[config.mk]
export PLATFORM = sky130hd
export DESIGN_NAME = ctf_tx_framer
export DESIGN_NICKNAME = d
export VERILOG_FILES = /design/src/rtl/ctf_pkg.sv /design/src/rtl/ctf_credit_ctr.sv /design/src/rtl/ctf_chunk_buf.sv /design/src/rtl/ctf_tx_framer.sv
export SDC_FILE = /design/constraint.sdc
export NUM_CORES = 1
export LEC_CHECK = 0
export ABC_AREA = 1
export BUFFER_PORTS_ARGS = -buffer_cell sky130_fd_sc_hd__buf_4
export CAP_MARGIN = 20
export CORE_UTILIZATION = 52
export DETAILED_ROUTE_END_ITERATION = 12
export PLACE_DENSITY_LB_ADDON = 0.12
export RECOVER_POWER = 25
export SETUP_SLACK_MARGIN = 0.4
export SLEW_MARGIN = 25
export SYNTH_ARGS = -nofsm -noshare
export SYNTH_HDL_FRONTEND = slang
export SYNTH_SLANG_ARGS = --single-unit
[constraint.sdc]
create_clock -name clk -period 8.65 [get_ports clk]
set_input_delay 1.73 -clock clk [delete_from_list [all_inputs] [get_ports clk]]
set_output_delay 1.73 -clock clk [all_outputs]
set_load 0.02 [all_outputs]
[src/rtl/ctf_pkg.sv]
package ctf_pkg;

    typedef enum logic [1:0] {
        ST_IDLE = 2'd0,
        ST_FILL = 2'd1,
        ST_SEND = 2'd2,
        ST_DROP = 2'd3
    } ctf_state_e;

    // Header word: marker, sequence, data/start/end flags, offsets, odd parity in bit 0
    function automatic logic [31:0] ctf_hdr(input logic seq, input logic dv, input logic sv,
                                            input logic [3:0] swo, input logic ev,
                                            input logic [5:0] ebo);
        logic [31:0] h;
        h        = '0;
        h[31]    = 1'b1;
        h[30]    = seq;
        h[28]    = dv;
        h[27]    = sv;
        h[26:23] = swo;
        h[22]    = ev;
        h[21:16] = ebo;
        h[0]     = ~(^h[31:1]);
        return h;
    endfunction

endpackage

[src/rtl/ctf_credit_ctr.sv]
module ctf_credit_ctr #(
    parameter int CW = 6
) (
    input  logic          clk,
    input  logic          rst_n,
    input  logic          load_en,
    input  logic [CW-1:0] load_val,
    input  logic          upd_en,
    input  logic [CW-1:0] upd_val,
    input  logic          take,
    output logic [CW-1:0] count
);
    logic [CW-1:0] cnt_d, cnt_q;

    always_comb begin
        cnt_d = cnt_q;
        if (upd_en)                         cnt_d = upd_val;
        else if (load_en)                   cnt_d = load_val;
        else if (take && cnt_q != '0)       cnt_d = cnt_q - CW'(1);
    end

    always_ff @(posedge clk or negedge rst_n) begin
        if (!rst_n) cnt_q <= '0;
        else        cnt_q <= cnt_d;
    end

    assign count = cnt_q;

    // A footer value always wins
    p_footer_wins_r6: assert property (@(posedge clk) disable iff (!rst_n)
        upd_en |=> count == $past(upd_val));

    // A consumed chunk lowers the count by exactly one
    p_take_one_r5: assert property (@(posedge clk) disable iff (!rst_n)
        (take && !upd_en && !load_en && count != '0) |=> count == $past(count) - CW'(1));

    // Floor at zero
    p_floor_r7: assert property (@(posedge clk) disable iff (!rst_n)
        (take && !upd_en && !load_en && count == '0) |=> count == '0);

endmodule

[src/rtl/ctf_chunk_buf.sv]
module ctf_chunk_buf #(
    parameter int PAYLOAD_BYTES = 64,
    localparam int WORDS = PAYLOAD_BYTES / 4,
    localparam int BW    = $clog2(PAYLOAD_BYTES),
    localparam int RIW   = $clog2(WORDS)
) (
    input  logic           clk,
    input  logic           rst_n,
    input  logic           clr,
    input  logic           we,
    input  logic [BW-1:0]  waddr,
    input  logic [7:0]     wbyte,
    input  logic [RIW-1:0] ridx,
    output logic [31:0]    rword
);
    logic [7:0] mem [PAYLOAD_BYTES];

    for (genvar i = 0; i < PAYLOAD_BYTES; i++) begin : g_byte
        always_ff @(posedge clk or negedge rst_n) begin
            if (!rst_n)                          mem[i] <= '0;
            else if (clr)                        mem[i] <= '0;
            else if (we && waddr == BW'(i))      mem[i] <= wbyte;
        end
    end

    always_comb begin
        for (int b = 0; b < 4; b++) begin
            rword[31-8*b -: 8] = mem[{ridx, 2'(b)}];
        end
    end

endmodule

[src/rtl/ctf_tx_framer.sv]
module ctf_tx_framer
    import ctf_pkg::*;
#(
    parameter int CW            = 6,
    parameter int PAYLOAD_BYTES = 64
) (
    input  logic          clk,
    input  logic          rst_n,
    input  logic [7:0]    s_tdata,
    input  logic          s_tvalid,
    output logic          s_tready,
    input  logic          s_tlast,
    output logic [31:0]   m_data,
    output logic          m_valid,
    input  logic          m_ready,
    input  logic          bsr_valid,
    input  logic [CW-1:0] bsr_tx_credits,
    input  logic [CW-1:0] bsr_rx_chunks,
    input  logic          ftr_valid,
    input  logic [CW-1:0] ftr_tx_credits,
    input  logic [CW-1:0] ftr_rx_chunks,
    input  logic          ftr_tx_err
);
    localparam int WORDS = PAYLOAD_BYTES / 4;
    localparam int BW    = $clog2(PAYLOAD_BYTES);
    localparam int RIW   = $clog2(WORDS);
    localparam int WIW   = $clog2(WORDS + 1);

    typedef struct packed {
        ctf_state_e     st;
        logic [BW-1:0]  bcnt;
        logic [WIW-1:0] widx;
        logic           in_frame;
        logic           seq;
        logic           dv;
        logic           sv;
        logic           ev;
        logic [BW-1:0]  ebo;
        logic           drop;
    } ctf_regs_t;

    ctf_regs_t d, q;

    logic          buf_clr, buf_we, tx_take, rx_take, err_now;
    logic [RIW-1:0] rd_idx;
    logic [31:0]   rword, hdr;
    logic [CW-1:0] tx_cnt, rx_cnt;

    ctf_credit_ctr #(.CW(CW)) u_tx_credit (
        .clk(clk), .rst_n(rst_n),
        .load_en(bsr_valid), .load_val(bsr_tx_credits),
        .upd_en(ftr_valid),  .upd_val(ftr_tx_credits),
        .take(tx_take), .count(tx_cnt)
    );

    ctf_credit_ctr #(.CW(CW)) u_rx_pending (
        .clk(clk), .rst_n(rst_n),
        .load_en(bsr_valid), .load_val(bsr_rx_chunks),
        .upd_en(ftr_valid),  .upd_val(ftr_rx_chunks),
        .take(rx_take), .count(rx_cnt)
    );

    ctf_chunk_buf #(.PAYLOAD_BYTES(PAYLOAD_BYTES)) u_buf (
        .clk(clk), .rst_n(rst_n), .clr(buf_clr),
        .we(buf_we), .waddr(q.bcnt), .wbyte(s_tdata),
        .ridx(rd_idx), .rword(rword)
    );

    always_comb begin
        d        = q;
        buf_clr  = 1'b0;
        buf_we   = 1'b0;
        tx_take  = 1'b0;
        rx_take  = 1'b0;
        s_tready = 1'b0;
        m_valid  = 1'b0;
        err_now  = ftr_valid && ftr_tx_err;
        rd_idx   = RIW'(q.widx - WIW'(1));
        hdr      = ctf_hdr(q.seq, q.dv, q.sv, 4'd0, q.ev, 6'(q.ebo));
        m_data   = (q.widx == '0) ? hdr : rword;

        case (q.st)
            ST_IDLE: begin
                if (err_now && q.in_frame) begin
                    d.st       = ST_DROP;
                    d.in_frame = 1'b0;
                end else if (tx_cnt != '0 && s_tvalid) begin
                    d.st    = ST_FILL;
                    buf_clr = 1'b1;
                    d.bcnt  = '0;
                    d.widx  = '0;
                    d.dv    = 1'b1;
                    d.sv    = 1'b0;
                    d.ev    = 1'b0;
                    d.ebo   = '0;
                end else if (rx_cnt != '0) begin
                    d.st    = ST_SEND;
                    buf_clr = 1'b1;
                    d.widx  = '0;
                    d.dv    = 1'b0;
                    d.sv    = 1'b0;
                    d.ev    = 1'b0;
                    d.ebo   = '0;
                end
            end
            ST_FILL: begin
                s_tready = 1'b1;
                if (s_tvalid) begin
                    buf_we = 1'b1;
                    d.bcnt = q.bcnt + BW'(1);
                    if (!q.in_frame) begin
                        d.sv       = 1'b1;
                        d.in_frame = 1'b1;
                    end
                    if (s_tlast) begin
                        d.ev       = 1'b1;
                        d.ebo      = q.bcnt;
                        d.in_frame = 1'b0;
                        d.st       = ST_SEND;
                    end else if (q.bcnt == BW'(PAYLOAD_BYTES - 1)) begin
                        d.st = ST_SEND;
                    end
                end
                if (err_now && (q.in_frame || s_tvalid)) begin
                    d.in_frame = 1'b0;
                    d.st       = (s_tvalid && s_tlast) ? ST_IDLE : ST_DROP;
                end
            end
            ST_SEND: begin
                m_valid = 1'b1;
                if (err_now && q.in_frame) d.drop = 1'b1;
                if (m_ready) begin
                    d.widx = q.widx + WIW'(1);
                    if (q.widx == WIW'(WORDS)) begin
                        tx_take = q.dv;
                        rx_take = 1'b1;
                        d.seq   = ~q.seq;
                        d.widx  = '0;
                        if (q.drop || (err_now && q.in_frame)) begin
                            d.st       = ST_DROP;
                            d.in_frame = 1'b0;
                            d.drop     = 1'b0;
                        end else begin
                            d.st = ST_IDLE;
                        end
                    end
                end
            end
            ST_DROP: begin
                s_tready = 1'b1;
                if (s_tvalid && s_tlast) d.st = ST_IDLE;
            end
            default: d.st = ST_IDLE;
        endcase
    end

    always_ff @(posedge clk or negedge rst_n) begin
        if (!rst_n) begin
            q    <= '0;
            q.st <= ST_IDLE;
        end else begin
            q <= d;
        end
    end

    // Held output word must not change
    p_hold_r10: assert property (@(posedge clk) disable iff (!rst_n)
        (m_valid && !m_ready) |=> (m_valid && $stable(m_data)));

    // Header word carries odd parity
    p_parity_r2: assert property (@(posedge clk) disable iff (!rst_n)
        (m_valid && q.widx == '0) |-> (^m_data) == 1'b1);

    // Empty chunk payload is zero
    p_empty_zero_r7: assert property (@(posedge clk) disable iff (!rst_n)
        (m_valid && q.widx != '0 && !q.dv) |-> m_data == '0);

    // Input accepted only while no chunk is being sent
    p_one_side_r5: assert property (@(posedge clk) disable iff (!rst_n)
        s_tready |-> !m_valid);

endmodule

After elaboration in Yosys (flattened, before gate mapping)
Cells that the tools add are included.

Bits of input ports: 40. Flip-flop bits (word level): 549. Output and inout bits: 34. Word-level logic and storage cells: 530.

Bitwise gates (word level): 7. $lt $le $gt $ge: 4. Reduce and logical (&&, ||, !) cells: 158. Add/subtract/negate cells: 5. Equality and inequality tests: 81. Mux-type cells: 199.

Operator list (number): two-way mux 8 bit (139); binary-select mux 8 bit (select 6 bit) (4); == test 6 bit, second input constant (32); nonzero test 2 bit (67); == test 6 x 5 -> 1 bit, second input constant (16); logical AND 1 bit (71); == test 6 x 4 -> 1 bit, second input constant (8); two-way mux 6 bit (7); two-way mux 32 bit (1); XOR reduction 31 bit (1); greater-or-equal comparator 7 bit, second input constant (4); NOT 6 -> 7 bit (4); == test 6 x 3 -> 1 bit, second input constant (4); two-way mux 1 bit (24); two-way mux 2 bit (11); two-way mux 7 bit (3); != test 2 bit, second input constant (10); two-way mux 9 bit (2); case mux 8 bit (2 select lines) (1); == test 6 x 2 -> 1 bit, second input constant (2); case mux 6 bit (2 select lines) (1); AND reduction 6 bit (2); nonzero test 6 bit (2); subtractor 6 x 1 -> 6 bit, second input constant (2); other kinds (24) (36).

Longest topological paths before layout
Depth after elaboration: 8. Gate-level depth with buffers: 14. Gate-level depth less buffers: 12.

By module
From an unflattened synthesis, not the netlist that was laid out.

Cell total of the unflattened synthesis: 3864. Area, all modules: 28282.1 sq um.

Modules (own cells, without submodules): ctf_chunk_buf (seq. area each 12812.3 sq um, times used 1, cells an instance 3380, area an instance 24952.7 sq um); ctf_tx_framer (seq. area each 625.6 sq um, times used 1, cells an instance 324, area an instance 2218.4 sq um); ctf_credit_ctr (seq. area each 150.1 sq um, times used 2, cells an instance 80, area an instance 555.5 sq um).

Worst setup path after synthesis
No wires, ideal clock.

Kind: register -> output. From: register q[12] (netlist bit). To: output m_data[1]. Path buffers: 5. Setup slack: 4.310 ns. Data arrival time: 2.610 ns. Cell stages (with the launch flop): 13. Required time: 6.920 ns. Cell sequence: dfrtp_1 > inv_2 > clkbuf_1 > clkbuf_1 > ha_1 > buf_2 > clkinv_1 > buf_2 > clkbuf_1 > o21ai_0 > nor2_1 > nor2_1 > nor2_1.

Word-level cells in the longest chain between the ends: 6. Elaborated cells on any way between the ends: 7. Classes of those cells: add/sub: 1; mux: 4; bitwise: 1; reduce/logical: 1.

Ends and longest elaborated chain: start, declared (RTL line ctf_tx_framer.sv:42) `ctf_regs_t d, q;`; subtractor 4 x 1 -> 4 bit (RTL line ctf_tx_framer.sv:78) `rd_idx = RIW'(q.widx - WIW'(1));`; NOT 6 -> 7 bit (not written as such) (RTL line ctf_chunk_buf.sv:28) `rword[31-8*b -: 8] = mem[{ridx, 2'(b)}];`; binary-select mux 8 bit (select 6 bit) (RTL line ctf_chunk_buf.sv:28); two-way mux 8 bit (not written as such) (2 in a row) (RTL line ctf_chunk_buf.sv:28); two-way mux 32 bit * (RTL line ctf_tx_framer.sv:80) `m_data = (q.widx == '0) ? hdr : rword;`; end, declared (RTL line ctf_tx_framer.sv:13) `output logic [31:0] m_data,`.

Every way passes the cells marked *; elsewhere a longest branch is shown, timed or not. The select of a mux whose other input is x is not followed.

==> results by stage <==
Outcome:
- The flow ran to the end, but the final reports show violations.
- The final reports fail on max-capacitance violations, max-slew violations.

Route:
- The average via count per standard cell is 5.77.
- In this run the remaining antenna-violating nets after routing total 0.
- The violation count after the first detailed-routing iteration is 3424.
- The first detailed-routing pass ran for 6 iterations.
- Dividing the detail-routed wire length by the instance count gives 19.7 um.
- The detailed-route via count is 26301.
- Summed over all layers, the routed wires come to 89.9 mm.
- The number of DRC violations after detailed routing is 0.

STA:
- The count of pins over their slew limit is 120.
- In the final timing run, aggregate negative setup slack is 0 ns.
- Setup repair after global routing left no endpoint under its margin.
- The number of endpoints failing setup at the final stage is 0.
- The time the worst path needs with I/O delays and setup is 6.80 ns.
- The relative slew slack is -288%.
- The achievable clock frequency is 147 MHz.
- The hold violation count in the final report is 0.
- The worst-margin pin slew is 5.82 ns.
- The clock arrives with 0.0272 ns of skew.
- The tightest hold path in the finished design has a slack of 0.463 ns.
- The final clock period utilization by the worst path is 78.6%.

Setup path:
- In this run the number of cells on the critical path is 1.
- The startpoint class of the critical path is an input port.
- The length in cells of the worst reg-to-reg path is 7.
- The largest stage delay on the critical path is 4.23 ns.
- The startpoint identified for the worst register-to-register timing path is q[12].
- The count of buffer and inverter cells on the critical path is 1.
- The register-to-register setup slack is 4.85 ns.
- Walking the worst path, the cells encountered are clkdlybuf4s25_1.
- For this design, the slowest cell found on the critical path is sky130_fd_sc_hd__clkdlybuf4s25_1.
- The timing startpoint of the critical path is rst_n.
- The largest delay contributor family on the critical path is buffers and inverters.
- The kind of critical path is in -> async.
- Data on the critical path arrives at its endpoint at 6.13 ns.
- STA puts the critical path data required time at 7.97 ns.
- The worst setup path is captured at an async pin.
- The most critical setup path has its endpoint at u_buf.mem[135].
- The endpoint identified for the worst register-to-register timing path is q[13].
- The peak fanout along the critical path is 119.

Place:
- The post-detailed-placement half-perimeter wirelength is 53.0 mm.
- Including well taps, the total number of placed cells is 4443.
- The congestion estimate from routability-driven global placement came to 0.843.
- The count of buffers added on input and output ports is 73.

GRT:
- The pin count of the biggest net entering global routing is 211.
- The first global-routing pass estimated 143 mm of wire.
- The number of antenna violations at the first check in global routing is 1.
- The number of global-route vias before repair came to 24386.
- Global routing used 32.1% of the available tracks across all layers.
- The total overflow left after global routing is 0.

CTS:
- The number of buffers created by CTS is 59.
- The clock tree from TritonCTS is built.
- Buffers added to address setup during post-CTS repair amount to 0.
- The longest clock path from root to sink contains 3 buffers.
- The latest clock arrival within the worst-skew pair is 0.65 ns.
- The H-tree was split into 2 levels.
- The clock input transition at the sequential cells of the worst setup and hold paths is 0.06 ns.
- The hold buffer count at CTS is 0.
- In this run the clock root is driven by a sky130_fd_sc_hd__clkbuf_16.
- The number of instances resized during post-cts repair is 0.
- The clock net sink count is 549.

Yosys:
- The area share of the largest cell type after synthesis is 47.7%.
- Synthesis produced 3853 cells.
- The count of flip-flops with a built-in enable after synthesis is 0.
- Sequential cells were found to cover 47.7% of the synthesized design area.
- The number of synthesis warnings is 0.
- Counting flops with an async set or reset pin after synthesis yields a share of 100%.
- The biggest area contributor in the post-synthesis netlist is sky130_fd_sc_hd__dfrtp_1.
- The synthesized area per cell is 7.48 sq um.
- The netlist uses 36 different library cells.
- The post-synthesis net count is 3908.
- After synthesis, the cell types taking the most area are sky130_fd_sc_hd__dfrtp_1 48%, sky130_fd_sc_hd__nand3_1 14%, sky130_fd_sc_hd__nand2_1 13%.
- The dominant register cell in the synthesized netlist is sky130_fd_sc_hd__dfrtp_1.
- Summing every instance area after synthesis gives 0.0288 sq mm.
- Counting flops and latches in the post-synthesis netlist gives 549.

Die:
- Once the floorplan was initialized, standard cells occupied 53.0% of the core.
- During I/O placement, the number of pins put on the boundary was 74.
- The die covers 0.0564 sq mm.
- The total area inside the core boundary comes to 0.0543 sq mm.
- The number of rows created at floorplan is 85.
- The y dimension of the die is 237 um.
- The chip width is 237 um.

Power and ir drop:
- The switching part of the total is 41.8%.
- The portion of total power attributed to sequential cells is 32.5%.
- Cell internal power was estimated by the tool at 4770 uW.
- The reported leakage power is 0.0150 uW.
- The share of total power in combinational logic is 35.6%.
- The post-layout total power is 8200 uW.
- The power dissipated by switching net loads is 3430 uW.
- Power spread over the standard cell area amounts to 259 mW/mm^2.
- The clock network burns 31.8% of the power.
- The maximum resistive drop on vdd is 0.000280 V.

Layout:
- The net total in the final layout is 3823.
- In the final layout, the share of cells above drive strength 1 is 8.25%.
- The final cell utilization of the core is 58.1%.
- The synthesis-to-layout area growth is 9.58%.
- The count of inserted antenna diode cells is 0.
- Once layout is complete, the cells apart from fillers number 4555.

Hold path:
- The worst hold path belongs to the class reg -> reg.
- Counting instances, the worst hold path has a depth of 2.

Flow run:
- The max-capacitance violation count is 1.
==> cells in the mapped netlist, drive strengths merged (5+ instances only) <==
cell type    n
nand2      981
clkbuf      70
xor2         8
or2          5
nor2       200
inv        375
nand3      813
ha          15
dfrtp      549
clkinv       6
buf        177
a21oi      156
o211ai      28
o21ai      450
==> registers in the layout, indices dropped and copies added (netlist names) <==
register            cells
hdr                    10
q                      15
u_buf.mem             512
u_rx_pending.count      6
u_tx_credit.count       6
==> metal layers <==
| metal | wire, um | track usage, % |
|---|---|---|
| met5 | 0 | 0 |
| met4 | 2110 | 8.66 |
| met3 | 7580 | 5.43 |
| met2 | 39800 | 47.7 |
| met1 | 40400 | 48.5 |
==> stage by stage <==
step / worst slack, ns / area (sq um)
4_1_cts: 1.90 / 31500
2_1_floorplan: 4.31 / 28800
3_5_place_dp: 2.61 / 29500
6_report: 1.85 / 31600
5_1_grt: 0.830 / 31600
3_3_place_gp: 2.62 / 29500
==> layout by cell type, fill, tap and decap left out, drive strengths merged <==
| cell type | netlist | routed |
|---|---|---|
| a21boi | 1 | 1 |
| a21oi | 156 | 156 |
| a31oi | 2 | 2 |
| buf | 177 | 99 |
| bufinv | 0 | 3 |
| clkbuf | 70 | 93 |
| clkdlybuf4s25 | 0 | 1 |
| clkinv | 6 | 19 |
| dfrtp | 549 | 549 |
| ha | 15 | 15 |
| inv | 375 | 376 |
| nand2 | 981 | 981 |
| nand3 | 813 | 813 |
| nand3b | 1 | 1 |
| nand4 | 3 | 3 |
| nor2 | 200 | 200 |
| nor3 | 4 | 4 |
| nor3b | 1 | 1 |
| o211ai | 28 | 28 |
| o21a | 1 | 1 |
| o21ai | 450 | 450 |
| o21bai | 1 | 1 |
| o22ai | 2 | 2 |
| or2 | 5 | 5 |
| xnor2 | 4 | 4 |
| xor2 | 8 | 8 |
==> layout make-up <==
class                   count  area, sq um
clock buffers              92         1810
well taps                 739          925
clock inverters            17          175
multi-input cells        2676        12600
fillers                  5042        22800
repair buffers            101          898
inverters                 381         1440
flip-flops and latches    549        13700
==> kinds of logic after synthesis <==
| group | synth area share [%] |
|---|---|
| and+or+nand+nor | 30.8 |
| buffers and inverters | 8.95 |
| AOI/OAI and AO/OA | 11.5 |
| adders and majority gates | 0.651 |
| DFF | 47.7 |
| xor gates and xnor gates | 0.365 |
==> power groups by stage <==
stage | clock (uW) | sequential [uW] | combinational [uW]
4_1_cts | 2630 | 2660 | 2860
3_3_place_gp | 0 | 2710 | 2840
6_report | 2610 | 2670 | 2920
5_1_grt | 2720 | 2670 | 3180
2_1_floorplan | 0 | 2680 | 2040
3_5_place_dp | 0 | 2710 | 2840
==> worst min-delay path by stage <==
stage | startpoint | end | slack [ns]
2_1_floorplan | u_buf.mem[30] | u_buf.mem[30] | 0.43
3_3_place_gp | u_buf.mem[479] | u_buf.mem[479] | 0.45
3_5_place_dp | u_buf.mem[30] | u_buf.mem[30] | 0.45
4_1_cts | u_buf.mem[30] | u_buf.mem[30] | 0.47
5_1_grt | u_buf.mem[453] | u_buf.mem[453] | 0.48
6_report | u_buf.mem[452] | u_buf.mem[452] | 0.46
No activity file was read; power rests on OpenSTA's default activity.
